==> src/rtl/gpio_irq_pkg.sv <==
package gpio_irq_pkg;
    localparam int OFS_ENABLE = 'h90;
    localparam int OFS_MODE   = 'h94;
    localparam int OFS_FILTER = 'h98;
    localparam int OFS_PERIOD = 'h9C;
    localparam int PERIOD_RESET = 255;

    typedef enum logic {
        FLT_STEADY = 1'b0,
        FLT_COUNT  = 1'b1
    } flt_state_e;

    typedef enum logic {
        PLS_ARMED = 1'b0,
        PLS_FIRE  = 1'b1
    } pls_state_e;
endpackage

==> src/rtl/gpio_irq_regs.sv <==
module gpio_irq_regs
    import gpio_irq_pkg::*;
#(
    parameter int NUM_LINES = 32,
    parameter int ADDR_W    = 8,
    parameter int PERIOD_W  = 8
) (
    input  logic                 clk,
    input  logic                 rst_n,
    input  logic [ADDR_W-1:0]    bus_addr,
    input  logic                 bus_wr,
    input  logic [31:0]          bus_wdata,
    output logic [31:0]          bus_rdata,
    output logic [NUM_LINES-1:0] en_o,
    output logic [NUM_LINES-1:0] mode_o,
    output logic [NUM_LINES-1:0] flt_o,
    output logic [PERIOD_W-1:0]  period_o
);
    logic hit_en, hit_mode, hit_flt, hit_per;

    always_comb begin
        hit_en   = (bus_addr == ADDR_W'(OFS_ENABLE));
        hit_mode = (bus_addr == ADDR_W'(OFS_MODE));
        hit_flt  = (bus_addr == ADDR_W'(OFS_FILTER));
        hit_per  = (bus_addr == ADDR_W'(OFS_PERIOD));
    end

    always_ff @(posedge clk or negedge rst_n) begin
        if (!rst_n) begin
            en_o     <= '0;
            mode_o   <= '0;
            flt_o    <= '0;
            period_o <= PERIOD_W'(PERIOD_RESET);
        end else if (bus_wr) begin
            if (hit_en)   en_o     <= bus_wdata[NUM_LINES-1:0];
            if (hit_mode) mode_o   <= bus_wdata[NUM_LINES-1:0];
            if (hit_flt)  flt_o    <= bus_wdata[NUM_LINES-1:0];
            if (hit_per)  period_o <= bus_wdata[PERIOD_W-1:0];
        end
    end

    always_comb begin
        bus_rdata = '0;
        if (hit_en)   bus_rdata[NUM_LINES-1:0] = en_o;
        if (hit_mode) bus_rdata[NUM_LINES-1:0] = mode_o;
        if (hit_flt)  bus_rdata[NUM_LINES-1:0] = flt_o;
        if (hit_per)  bus_rdata[PERIOD_W-1:0]  = period_o;
    end

    // a write to the enable address lands in the enable register
    a_r2_enable_write: assert property (@(posedge clk) disable iff (!rst_n)
        (bus_wr && hit_en) |=> (en_o == $past(bus_wdata[NUM_LINES-1:0])));
endmodule

==> src/rtl/gpio_irq_filter.sv <==
module gpio_irq_filter
    import gpio_irq_pkg::*;
#(
    parameter int PERIOD_W = 8
) (
    input  logic                clk,
    input  logic                rst_n,
    input  logic                din,
    input  logic                flt_en,
    input  logic [PERIOD_W-1:0] period,
    output logic                level,
    output logic                flip
);
    localparam int CW = PERIOD_W + 1;

    flt_state_e          st_q, st_d;
    logic [PERIOD_W-1:0] cnt_q, cnt_d;
    logic                lvl_d, flip_d;
    logic [CW-1:0]       need, seen;

    always_comb begin
        need = (!flt_en || period == '0) ? CW'(1) : {1'b0, period};
        seen = {1'b0, cnt_q} + CW'(1);
    end

    always_comb begin
        st_d   = st_q;
        cnt_d  = cnt_q;
        lvl_d  = level;
        flip_d = 1'b0;
        unique case (st_q)
            FLT_STEADY: begin
                if (din != level) begin
                    if (need == CW'(1)) begin
                        lvl_d  = din;
                        flip_d = flt_en;
                    end else begin
                        st_d  = FLT_COUNT;
                        cnt_d = PERIOD_W'(1);
                    end
                end
            end
            FLT_COUNT: begin
                if (din == level) begin
                    st_d  = FLT_STEADY;
                    cnt_d = '0;
                end else if (seen >= need) begin
                    lvl_d  = din;
                    flip_d = flt_en;
                    st_d   = FLT_STEADY;
                    cnt_d  = '0;
                end else begin
                    cnt_d = cnt_q + PERIOD_W'(1);
                end
            end
        endcase
    end

    always_ff @(posedge clk or negedge rst_n) begin
        if (!rst_n) begin
            st_q  <= FLT_STEADY;
            cnt_q <= '0;
            level <= 1'b1;
            flip  <= 1'b0;
        end else begin
            st_q  <= st_d;
            cnt_q <= cnt_d;
            level <= lvl_d;
            flip  <= flip_d;
        end
    end

    // with a period above one, a level is only taken from the counting state
    a_r5_wait_period: assert property (@(posedge clk) disable iff (!rst_n)
        (flt_en && $past(flt_en) && $past(period) > PERIOD_W'(1) && level != $past(level))
        |-> ($past(st_q) == FLT_COUNT));
endmodule

==> src/rtl/gpio_irq_pulse.sv <==
module gpio_irq_pulse
    import gpio_irq_pkg::*;
(
    input  logic clk,
    input  logic rst_n,
    input  logic flip,
    output logic fire
);
    pls_state_e st_q, st_d;

    always_comb begin
        st_d = st_q;
        unique case (st_q)
            PLS_ARMED: if (flip) st_d = PLS_FIRE;
            PLS_FIRE:  st_d = flip ? PLS_FIRE : PLS_ARMED;
        endcase
    end

    always_ff @(posedge clk or negedge rst_n) begin
        if (!rst_n) st_q <= PLS_ARMED;
        else        st_q <= st_d;
    end

    always_comb fire = (st_q == PLS_FIRE);

    // a fire cycle is always caused by an accepted change one cycle earlier
    a_r6_fire_from_flip: assert property (@(posedge clk) disable iff (!rst_n)
        (st_q == PLS_FIRE) |-> $past(flip));
endmodule

==> src/rtl/gpio_irq_relay.sv <==
module gpio_irq_relay
    import gpio_irq_pkg::*;
#(
    parameter int NUM_LINES = 32,
    parameter int ADDR_W    = 8,
    parameter int PERIOD_W  = 8
) (
    input  logic                 clk,
    input  logic                 rst_n,
    input  logic [ADDR_W-1:0]    bus_addr,
    input  logic                 bus_wr,
    input  logic [31:0]          bus_wdata,
    output logic [31:0]          bus_rdata,
    input  logic [NUM_LINES-1:0] pad_i,
    output logic [NUM_LINES-1:0] irq_o
);
    logic [NUM_LINES-1:0] en, mode, flt;
    logic [PERIOD_W-1:0]  period;
    logic [NUM_LINES-1:0] sync1, sync2, lvl, flip, fire;

    gpio_irq_regs #(
        .NUM_LINES(NUM_LINES), .ADDR_W(ADDR_W), .PERIOD_W(PERIOD_W)
    ) u_regs (
        .clk(clk), .rst_n(rst_n), .bus_addr(bus_addr), .bus_wr(bus_wr),
        .bus_wdata(bus_wdata), .bus_rdata(bus_rdata),
        .en_o(en), .mode_o(mode), .flt_o(flt), .period_o(period)
    );

    always_ff @(posedge clk or negedge rst_n) begin
        if (!rst_n) begin
            sync1 <= '1;
            sync2 <= '1;
        end else begin
            sync1 <= pad_i;
            sync2 <= sync1;
        end
    end

    for (genvar i = 0; i < NUM_LINES; i++) begin : g_line
        gpio_irq_filter #(.PERIOD_W(PERIOD_W)) u_flt (
            .clk(clk), .rst_n(rst_n), .din(sync2[i]), .flt_en(flt[i]),
            .period(period), .level(lvl[i]), .flip(flip[i])
        );

        gpio_irq_pulse u_pls (
            .clk(clk), .rst_n(rst_n), .flip(flip[i]), .fire(fire[i])
        );

        assign irq_o[i] = !en[i]  ? 1'b1 :
                          mode[i] ? !(flt[i] && fire[i]) :
                                    lvl[i];

        // an enabled level-mode line shows exactly its filtered level
        a_r4_level_path: assert property (@(posedge clk) disable iff (!rst_n)
            (en[i] && !mode[i]) |-> (irq_o[i] == lvl[i]));
    end
endmodule

==> config.mk <==
export PLATFORM = sky130hd
export DESIGN_NAME = gpio_irq_relay
export DESIGN_NICKNAME = d
export VERILOG_FILES = /design/src/rtl/gpio_irq_pkg.sv /design/src/rtl/gpio_irq_regs.sv /design/src/rtl/gpio_irq_filter.sv /design/src/rtl/gpio_irq_pulse.sv /design/src/rtl/gpio_irq_relay.sv
export SDC_FILE = /design/constraint.sdc
export NUM_CORES = 1
export LEC_CHECK = 0
export BUFFER_PORTS_ARGS = -buffer_cell sky130_fd_sc_hd__buf_2
export CAP_MARGIN = 20
export CORE_MARGIN = 10
export CORE_UTILIZATION = 52
export DETAILED_ROUTE_END_ITERATION = 8
export PLACE_DENSITY = 0.8
export REMOVE_ABC_BUFFERS = 1
export SLEW_MARGIN = 20
export SYNTH_ARGS = -nofsm -noshare
export SYNTH_HDL_FRONTEND = slang
export SYNTH_SLANG_ARGS = --single-unit
export TNS_END_PERCENT = 5
==> constraint.sdc <==
create_clock -name clk -period 3.7 [get_ports clk]
set_input_delay 0.74 -clock clk [delete_from_list [all_inputs] [get_ports clk]]
set_output_delay 0.74 -clock clk [all_outputs]
set_load 0.1 [all_outputs]
; ---- Word-level counts from Yosys, hierarchy flattened
; Cells that the tools add are included.
[word_totals]
register_bits = 552
latchBits = 0
ramBits = 0
romBits = 0
input_bits = 75
out_inout_bits = 64
n_memories = 0
[op_classes]
n_addsub = 64
multipliers = 0
div_mod_pow = 0
order_cmp = 32
eq_ne = 260
shift = 0
n_mux = 772
bitwise = 32
n_reduce_logical = 197
[op_table]
columns = op, n
row1 = two-way mux 8 bit, 161
row2 = case mux 8 bit (2 select lines), 32
row3 = two-way mux 1 bit, 480
row4 = adder 8 x 1 -> 9 bit (second input constant), 32
row5 = equality test 9 x 1 -> 1 bit (second input constant), 32
row6 = >= comparator 9 bit, 32
row7 = adder 8 x 1 -> 8 bit (second input constant), 32
row8 = inequality test 2 bit (second input constant), 96
row9 = case mux 1 bit (2 select lines), 96
row10 = inequality test 2 x 1 -> 1 bit (second input constant), 64
row11 = AND reduction 4 bit, 32
row12 = two-way mux 32 bit, 3
row13 = AND reduction 2 bit, 36
row14 = zero test 1 bit, 64
row15 = equality test 1 bit, 32
row16 = equality test 8 bit (second input constant), 4
row17 = logical AND 1 bit, 32
row18 = logical OR 1 bit, 32
row19 = inequality test 1 bit, 32
row20 = NOT 1 bit, 32
row21 = zero test 8 bit, 1

; ---- Logic depth before layout (Yosys ltp)
[logic_depth]
ltp_word = 7
mapped_depth = 14

; ---- Hierarchy
; From an unflattened synthesis, not the netlist that was laid out.
[unflattened]
hier_cells = 3271
hier_area_um2 = 35795.6
[by_module_without_submodules]
columns = module, n_inst, cells_per_inst, area_each_um2
row1 = gpio_irq_filter, 32, 85, 860.8
row2 = gpio_irq_regs, 1, 359, 5166.2
row3 = gpio_irq_relay, 1, 160, 2282.2
row4 = gpio_irq_pulse, 32, 1, 25.0

; ---- Worst setup path before layout
; No wires, ideal clock.
[synth_path]
path_type = input to output
start = input port bus_addr[2]
end = output port bus_rdata[15]
arrival_ps = 3013
required_time_ps = 2960
setup_slack_ps = -53
path_stages = 7
path_buffers = 3
path_cell_list = buf_2 > buf_2 > buf_2 > mux2i_1 > nor2_1 > a21oi_1 > nor2_1
[synth_via]
elab_chain_len = 4
[synth_rtl]
columns = element, line_no
row1 = from (decl), gpio_irq_relay.sv:10  ; input logic [ADDR_W-1:0] bus_addr,
row2 = equality test 8 bit, gpio_irq_regs.sv:22  ; hit_en = (bus_addr == ADDR_W'(OFS_ENABLE));
row3 = two-way mux 32 bit, gpio_irq_regs.sv:44  ; if (hit_en) bus_rdata[NUM_LINES-1:0] = en_o;
row4 = two-way mux 32 bit, gpio_irq_regs.sv:45  ; if (hit_mode) bus_rdata[NUM_LINES-1:0] = mode_o;
row5 = two-way mux 32 bit (*), gpio_irq_regs.sv:46  ; if (hit_flt) bus_rdata[NUM_LINES-1:0] = flt_o;
row6 = to (decl), gpio_irq_relay.sv:13  ; output logic [31:0] bus_rdata,
; Mark *: on every way between the ends. The rest lies on a longest branch, timed or not.

; ---- Worst setup path after layout
[layout_path]
start = register u_regs.period_o[7]
end = output port bus_rdata[7]
[layout_via]
elab_chain_len = 1
[layout_rtl]
columns = element, line_no
row1 = from (decl), gpio_irq_regs.sv:17  ; output logic [PERIOD_W-1:0] period_o
row2 = from (signal assigned), gpio_irq_regs.sv:33  ; period_o <= PERIOD_W'(PERIOD_RESET);
row3 = from (signal assigned), gpio_irq_regs.sv:38  ; if (hit_per) period_o <= bus_wdata[PERIOD_W-1:0];
row4 = two-way mux 8 bit, gpio_irq_regs.sv:47  ; if (hit_per) bus_rdata[PERIOD_W-1:0] = period_o;
; Every way passes these cells.

==> impl_metrics.tcl <==
set metrics [dict create \
    status "completed" \
    p_total_mw 15.0 \
    clockBufferDepth 3 \
    overflow 0 \
    syn_area_um2 33600 \
    yosys.area_share.simple 0.162 \
    yosysMostFrequentCell "nand2_1" \
    synth_compound_gate_area_share 0.180 \
    setup.worst_path.class "flop to output pin" \
    worst_setup_path_end_kind "output pin" \
    viasPerCell 6.08 \
    clockRootBuffer "clkbuf_16" \
    rr_startpoint "u_regs.period_o[1]" \
    min_period_over_period 0.938 \
    post_cts_resized 0 \
    powerDensity_nw_per_um2 396 \
    boundaryPins 139 \
    rr_endpoint "g_line[10].u_flt.cnt_q[2]" \
    dp_slack_ns 0.347 \
    synthFlopType "dfrtp_1" \
    hold_slack_ns 0.137 \
    drv_slew 0 \
    setup-violations-final 0 \
    critical_path_arrival_ns 2.73 \
    leakage_nw 17.3 \
    clock_skew_ns 0.0188 \
    synth_top_area_frac 0.334 \
    start_kind "flop" \
    slew_headroom 0.269 \
    synth_edf_count 0 \
    wl_per_cell_um 19.0 \
    grt_first_pass_wirelength_mm 133 \
    stdcell_count 4300 \
    synth_area_leaders "dfrtp_1 (33%), ha_1 (11%), dfstp_2 (8.1%)" \
    cts_made_buffers 60 \
    seqCellArea_um2 13900 \
    final_area_um2 37900 \
    drive_gt1_frac 0.187 \
    clk_latency_ns 0.63 \
    synth.largest_area_cell "dfrtp_1" \
    gr-usage-all-layers 0.215 \
    ys_async_sr_fraction 1.00 \
    synth_top_family_by_area "compound AO/OA/AOI/OAI gates" \
    grt_pass1_vias 25353 \
    drt_iter0_markers 2019 \
    row_count 93 \
    coreArea_um2 64200 \
    routed_wl_mm 81.8 \
    hold_class "primary input to asynchronous set/reset pin" \
    r2r_cells 11 \
    cts_tree "yes" \
    yosys_warnings 0 \
    max_cap_viol_count 0 \
    worstPathMaxFanout 34 \
    synth_area_per_cell_um2 10.3 \
    fillCellCount 5247 \
    die_h_um 274 \
    vias 26129 \
    cts.sinks 552 \
    rsz0062_at_grt "no" \
    hold_violations 0 \
    crit_path_start "u_regs.period_o[7]" \
    ys_seq_area_frac 0.415 \
    multi_input_area_um2 19000 \
    reg2reg_slack_ns 0.43 \
    fin_ws_ns 0.229 \
    initial_utilization 0.523 \
    yosys.area_share.adder 0.107 \
    port_buffers 138 \
    path_clk_slew_ns 0.06 \
    nets 3755 \
    cts_setup_buffers 0 \
    drc 0 \
    firstDrtPassIters 6 \
    worstPathRequired_ns 2.96 \
    synth_mux_area_frac 0.0626 \
    fin_crit_ns 3.47 \
    synth_cell_type_count 78 \
    place_area_um2 35800 \
    vdd_ir_drop_max_mv 0.346 \
    synth_commonest_cells "nand2_1 (488), dfrtp_1 (448), ha_1 (288), nor2_1 (143), nand3_1 (142)" \
    synth-seq-cells 552 \
    synth-xor-area-share 0.0521 \
    netlist_instances 3257 \
    ant_nets 0 \
    hpwl_mm 54.4 \
    dieArea_um2 75200 \
    setup_tns_ns 0 \
    fmax_ghz 0.288 \
    htree_levels 2 \
    antenna_found_initial 2 \
    worst-slew-pin-transition_ns 1.09 \
    hold_buffers 0 \
    dp.cells 4185 \
    place_congestion 0.875 \
    area_growth_syn_to_layout_pct 12.7 \
    grt_max_degree 82 \
    fin_util 0.590 \
    dieWidth_um 274 \
]
==> sequential cells by signal, summed over array words and instances (netlist names) <==
| register | flops |
|---|---|
| g_line.u_flt.cnt_q | 256 |
| g_line.u_flt.flip | 32 |
| g_line.u_flt.level | 32 |
| g_line.u_flt.st_q | 32 |
| g_line.u_pls.fire | 32 |
| sync1 | 32 |
| sync2 | 32 |
| u_regs.en_o | 32 |
| u_regs.flt_o | 32 |
| u_regs.mode_o | 32 |
| u_regs.period_o | 8 |
==> cells by family (layout without fill, tap and decap cells) <==
logic type,after synthesis,in the layout
simple gates,1139,1139
compound gates,734,734
flops,552,552
fa+ha+maj,288,288
xor+xnor,200,200
mux,183,183
buf+inv,161,348
other cells,0,1
==> layer usage <==
layer,part of all wire,track usage,routed length (um)
met1,0.44,0.284,36200
met2,0.47,0.356,38600
met3,0.056,0.0355,4570
met4,0.029,0.0681,2390
met5,0.00016,0,13
==> layout make-up <==
| type | instances | share of cell area |
|---|---|---|
| Multi-Input combinational cell | 2544 | 0.502 |
| Sequential cell | 552 | 0.368 |
| Clock buffer | 86 | 0.0459 |
| Timing Repair Buffer | 180 | 0.0411 |
| Tap cell | 855 | 0.0282 |
| Clock inverter | 28 | 0.00968 |
| Inverter | 54 | 0.00535 |
| Antenna cell | 1 | 0.0000661 |
==> cells in the final DEF, fill, tap and decap left out, types with 66 or more instances in the layout <==
cell / n
a21o_1: 79
a21oi_1: 90
a32o_1: 66
and3_1: 84
buf_2: 111
dfrtp_1: 448
dfstp_2: 104
ha_1: 288
mux2_2: 120
nand2_1: 488
nand3_1: 140
nand4_1: 66
nor2_1: 142
o21ai_0: 72
xnor2_1: 114
xor2_1: 86
==> power breakdown <==
part / internal, mW / switching, mW / total, mW
clock network: 3.83 / 2.58 / 6.40
logic: 0.665 / 1.31 / 1.98
registers: 6.30 / 0.328 / 6.62
==> worst max-delay path, cell delays in order (launching register included) <==
cell	delay, ns
dfstp_2	0.55
buf_4	0.61
mux4_2	0.38
nor2b_1	0.12
buf_2	0.43
==> how the worst max path moves through the flow <==
| stage | end |
|---|---|
| after global placement | u_regs.mode_o[30] |
| after global routing | bus_rdata[7] |
| after floorplan | g_line[15].u_flt.level |
| after CTS | bus_rdata[4] |
| final | bus_rdata[7] |
| after detailed placement | u_regs.mode_o[21] |
Note: power is estimated with default switching activity, not from simulation.
